`src/rtl/edge_pkg.sv`:
```
package edge_pkg;

    // Registered result of one decoded sample
    typedef struct packed {
        logic rnd;      // raw random bit
        logic valid;    // new bit this cycle
        logic no_edge;  // strobed sample had no transition
    } edge_result_t;

endpackage

```
`src/rtl/edge_line_merge.sv`:
```
module edge_line_merge #(
    parameter int N_LINES = 3,
    parameter int LINE_W  = 36
) (
    input  logic [N_LINES*LINE_W-1:0] lines_i,
    output logic [LINE_W-1:0]         merged_o
);

    // Column j gathers tap j of every line
    logic [N_LINES-1:0] column [LINE_W];

    for (genvar j = 0; j < LINE_W; j++) begin : g_tap
        for (genvar i = 0; i < N_LINES; i++) begin : g_line
            assign column[j][i] = lines_i[i*LINE_W + j];
        end
        assign merged_o[j] = ^column[j];
    end

endmodule

```
`src/rtl/edge_first_find.sv`:
```
module edge_first_find #(
    parameter int LINE_W = 36,
    localparam int POS_W = $clog2(LINE_W)
) (
    input  logic [LINE_W-1:0] merged_i,
    output logic              found_o,
    output logic [POS_W-1:0]  pos_o
);

    logic [LINE_W-2:0] trans;

    // Adjacent-pair difference marks every boundary between runs
    assign trans = merged_i[LINE_W-1:1] ^ merged_i[LINE_W-2:0];

    // Scan downwards so the lowest boundary is the one kept
    always_comb begin
        found_o = 1'b0;
        pos_o   = '0;
        for (int j = LINE_W - 2; j >= 0; j--) begin
            if (trans[j]) begin
                found_o = 1'b1;
                pos_o   = POS_W'(j + 1);
            end
        end
    end

endmodule

```
`src/rtl/edge_bin_parity.sv`:
```
module edge_bin_parity #(
    parameter int LINE_W    = 36,
    parameter int DS_FACTOR = 1,
    localparam int POS_W    = $clog2(LINE_W),
    localparam int DS_SHIFT = $clog2(DS_FACTOR)
) (
    input  logic [POS_W-1:0] pos_i,
    output logic             bit_o
);

    logic [POS_W-1:0] sel_mask;

    // The parity bit of the coarse bin sits DS_SHIFT places up
    if (DS_FACTOR == 1) begin : g_fine
        assign sel_mask = POS_W'(1);
    end else begin : g_coarse
        assign sel_mask = POS_W'(1) << DS_SHIFT;
    end

    // Even bin gives 1, odd bin gives 0
    assign bit_o = ~(^(pos_i & sel_mask));

endmodule

```
`src/rtl/edge_parity_extractor.sv`:
```
module edge_parity_extractor
    import edge_pkg::*;
#(
    parameter int N_LINES   = 3,
    parameter int LINE_W    = 36,
    parameter int DS_FACTOR = 1,
    localparam int POS_W    = $clog2(LINE_W)
) (
    input  logic                      clk_i,
    input  logic                      rst_ni,
    input  logic                      smp_valid_i,
    input  logic [N_LINES*LINE_W-1:0] lines_i,
    output logic                      raw_bit_o,
    output logic                      raw_valid_o,
    output logic                      no_edge_o
);

    logic [LINE_W-1:0] merged;
    logic              found;
    logic [POS_W-1:0]  pos;
    logic              bin_bit;
    edge_result_t      res_d, res_q;

    edge_line_merge #(
        .N_LINES(N_LINES),
        .LINE_W (LINE_W)
    ) u_merge (
        .lines_i (lines_i),
        .merged_o(merged)
    );

    edge_first_find #(
        .LINE_W(LINE_W)
    ) u_find (
        .merged_i(merged),
        .found_o (found),
        .pos_o   (pos)
    );

    edge_bin_parity #(
        .LINE_W   (LINE_W),
        .DS_FACTOR(DS_FACTOR)
    ) u_bin (
        .pos_i(pos),
        .bit_o(bin_bit)
    );

    always_comb begin
        res_d         = res_q;
        res_d.valid   = 1'b0;
        res_d.no_edge = 1'b0;
        if (smp_valid_i) begin
            if (found) begin
                res_d.valid = 1'b1;
                res_d.rnd   = bin_bit;
            end else begin
                res_d.no_edge = 1'b1;
            end
        end
    end

    always_ff @(posedge clk_i or negedge rst_ni) begin
        if (!rst_ni) begin
            res_q <= '0;
        end else begin
            res_q <= res_d;
        end
    end

    assign raw_bit_o   = res_q.rnd;
    assign raw_valid_o = res_q.valid;
    assign no_edge_o   = res_q.no_edge;

endmodule

```
`config.mk`:
```
export PLATFORM = sky130hd
export DESIGN_NAME = edge_parity_extractor
export DESIGN_NICKNAME = d
export VERILOG_FILES = /design/src/rtl/edge_pkg.sv /design/src/rtl/edge_line_merge.sv /design/src/rtl/edge_first_find.sv /design/src/rtl/edge_bin_parity.sv /design/src/rtl/edge_parity_extractor.sv
export SDC_FILE = /design/constraint.sdc
export NUM_CORES = 1
export LEC_CHECK = 0
export BUFFER_PORTS_ARGS = -buffer_cell sky130_fd_sc_hd__buf_2
export CAP_MARGIN = 20
export CORE_UTILIZATION = 45
export CTS_CLUSTER_DIAMETER = 150
export DETAILED_ROUTE_END_ITERATION = 12
export PLACE_DENSITY = 0.83
export SYNTH_ARGS = -nofsm -noshare
export SYNTH_HDL_FRONTEND = slang
export SYNTH_HIERARCHICAL = 1
export SYNTH_SLANG_ARGS = --single-unit
```
`constraint.sdc`:
```
create_clock -name clk_i -period 1.2 [get_ports clk_i]
set_input_delay 0.06 -clock clk_i [delete_from_list [all_inputs] [get_ports clk_i]]
set_output_delay 0.06 -clock clk_i [all_outputs]
set_load 0.01 [all_outputs]
```
==> impl_metrics.toml <==
[run_status]
outcome = "finished with violations"
violations = "setup timing"

[synth]
yosysWarningCount = 6
avgSynthCellArea_sq_um = 10.3
synthesis.nets = 266
syn_inst = 155
syn_area_sq_um = 1600

[timing]
tightest_slew_ns = 0.431
clock.fmax_mhz = 480
final-setup-viol-count = 3
fin_crit_ns = 2.08
period_share_pct = 173
finalWorstSetupSlack_ns = -0.882
rsz0062_at_grt = "yes"
maxSlewHeadroom_pct = 71.2
final.setup.tns_ns = -1.99
drv_slew = 0
hold_viol_final = 0
finalClockSkew_ns = 0

[detailed_routing]
drc = 0
wl_per_cell_um = 11.9
vias = 1753
drtPass1Iterations = 4
drt_wl_total_um = 4170
antenna_left = 0
vias_per_cell = 4.99
drtIter0Drc = 41

[floorplanning]
die_w_um = 61.6
die_area_sq_um = 3790
placementRows = 21
die_h_um = 61.6
io_pins = 114
coreArea_sq_um = 3360
start_util_pct = 47.5

[job]
drv_cap = 0

[clock_network]
cts_tree = "built"
clkTransAtPathRegs_ns = 0.04
cts_sinks = 3
clockRootBuffer = "clkbuf_4"
clockBufferDepth = 2
clock_latency_ns = 0.23
cts-buffers-inserted = 3
h-tree-depth = 1

[worst_setup_path]
cp_top_family = "simple AND/OR/NAND/NOR gates"
critPathRequiredTime_ns = 1.32
start_kind = "input port"
worstPathArrival_ns = 2.20
cp_cell_sequence = "buf_6, xor3_1, or4_4, o22a_1, or2_4, nor3_4, nand2_1, and2_4, mux2_4"
slowest_stage = "or4_4"
critPathBufInv = 1
r2r_start = "raw_bit_o$_DFFE_PN0P_"
path_max_fanout = 2
critPathMaxStageDelay_ns = 0.55
endpoint_kind = "flop"
reg2reg_depth = 1
reg2reg_slack_ns = 0.43
path_class = "in2reg"
rr_endpoint = "raw_bit_o$_DFFE_PN0P_"

[layout]
drive_gt1_share_pct = 53.1
final_common_cell = "buf_2"
final_cell_mix = "buf_2, buf_4, xor3_1"
diodes = 0
area_growth_pct = 59.6
fin_nets = 417

[hold_path]
hold_path_depth = 2
hold_path_startpoint = "smp_valid_i"
min_path_type = "in2reg"
hold_end = "no_edge_o$_DFF_PN0_"

[global_routing]
grt_pass1_wl_um = 6190
grt_max_degree = 7
overflow = 0
grt_pass1_vias = 1664
antenna_found_initial = 0
track_usage_pct = 21.6

[placement]
place_congestion = 0.892
io_buffers = 113
hpwl_um = 3620

[pwr]
pwr_density_cell_nw_per_um2 = 685
leakagePower_nw = 1.50
ir_drop_mv = 0.548
total_power_w = 0.00175
==> cell type report <==
type,instances,area (sq um)
multi-input cells,136,1470
repair buffers,153,887
clock buffers,4,26.3
inverters,9,33.8
well taps,46,57.6
fillers,274,813
flip-flops and latches,3,75.1
==> through the flow <==
step                cell area, sq um  hold slack, ns  instances  setup WS (ns)  util (%)
floorplan                       1600          -0.236        155         -0.932         -
global placement                2480          -0.142        345          -1.04      73.6
detailed placement              2480          -0.138        345          -1.10      73.6
CTS                             2540          0.0650        351         -0.822      75.4
global route                    2550          0.0781        351         -0.940      75.8
finish                          2550          0.0797        351         -0.882      75.8
==> routing by layer <==
| metal | global-route usage [%] | wire, um |
|---|---|---|
| met2 | 41.8 | 2250 |
| met3 | 2.73 | 238 |
| met1 | 24.0 | 1610 |
| met4 | 7.62 | 65 |
| met5 | 0 | 0 |
==> sequential cells by signal, indices dropped and copies added (netlist names) <==
register	flops
no_edge_o	1
raw_valid_o	1
raw_bit_o	1
==> timing repair <==
item | in CTS | in global routing
setup endpoints to repair | 3 | 3
setup buffers | 1 | 0
gates resized for setup | 4 | 2
pin swaps | 0 | 7
hold buffers | 1 | 0
endpoints found under the hold margin | 3 | 0
==> worst max-delay path by stage <==
stage	startpoint	to	slack, ns	cells past startpoint
6_report	lines_i[57]	raw_bit_o$_DFFE_PN0P_	-0.88	9
3_3_place_gp	lines_i[56]	raw_bit_o$_DFFE_PN0P_	-1.04	9
3_5_place_dp	lines_i[58]	raw_bit_o$_DFFE_PN0P_	-1.10	9
2_1_floorplan	lines_i[93]	raw_bit_o$_DFFE_PN0P_	-0.93	9
4_1_cts	lines_i[56]	raw_bit_o$_DFFE_PN0P_	-0.82	9
5_1_grt	lines_i[57]	raw_bit_o$_DFFE_PN0P_	-0.94	9
==> report_power, final <==
group | leakage (nW) | total (W) | switching (W) | internal, W
registers | 0.0382 | 0.000127 | 0.0000103 | 0.000117
clock network | 0.0150 | 0.000185 | 0.0000596 | 0.000125
logic | 1.45 | 0.00143 | 0.000542 | 0.000892
Power figures use the tool's default switching activity.
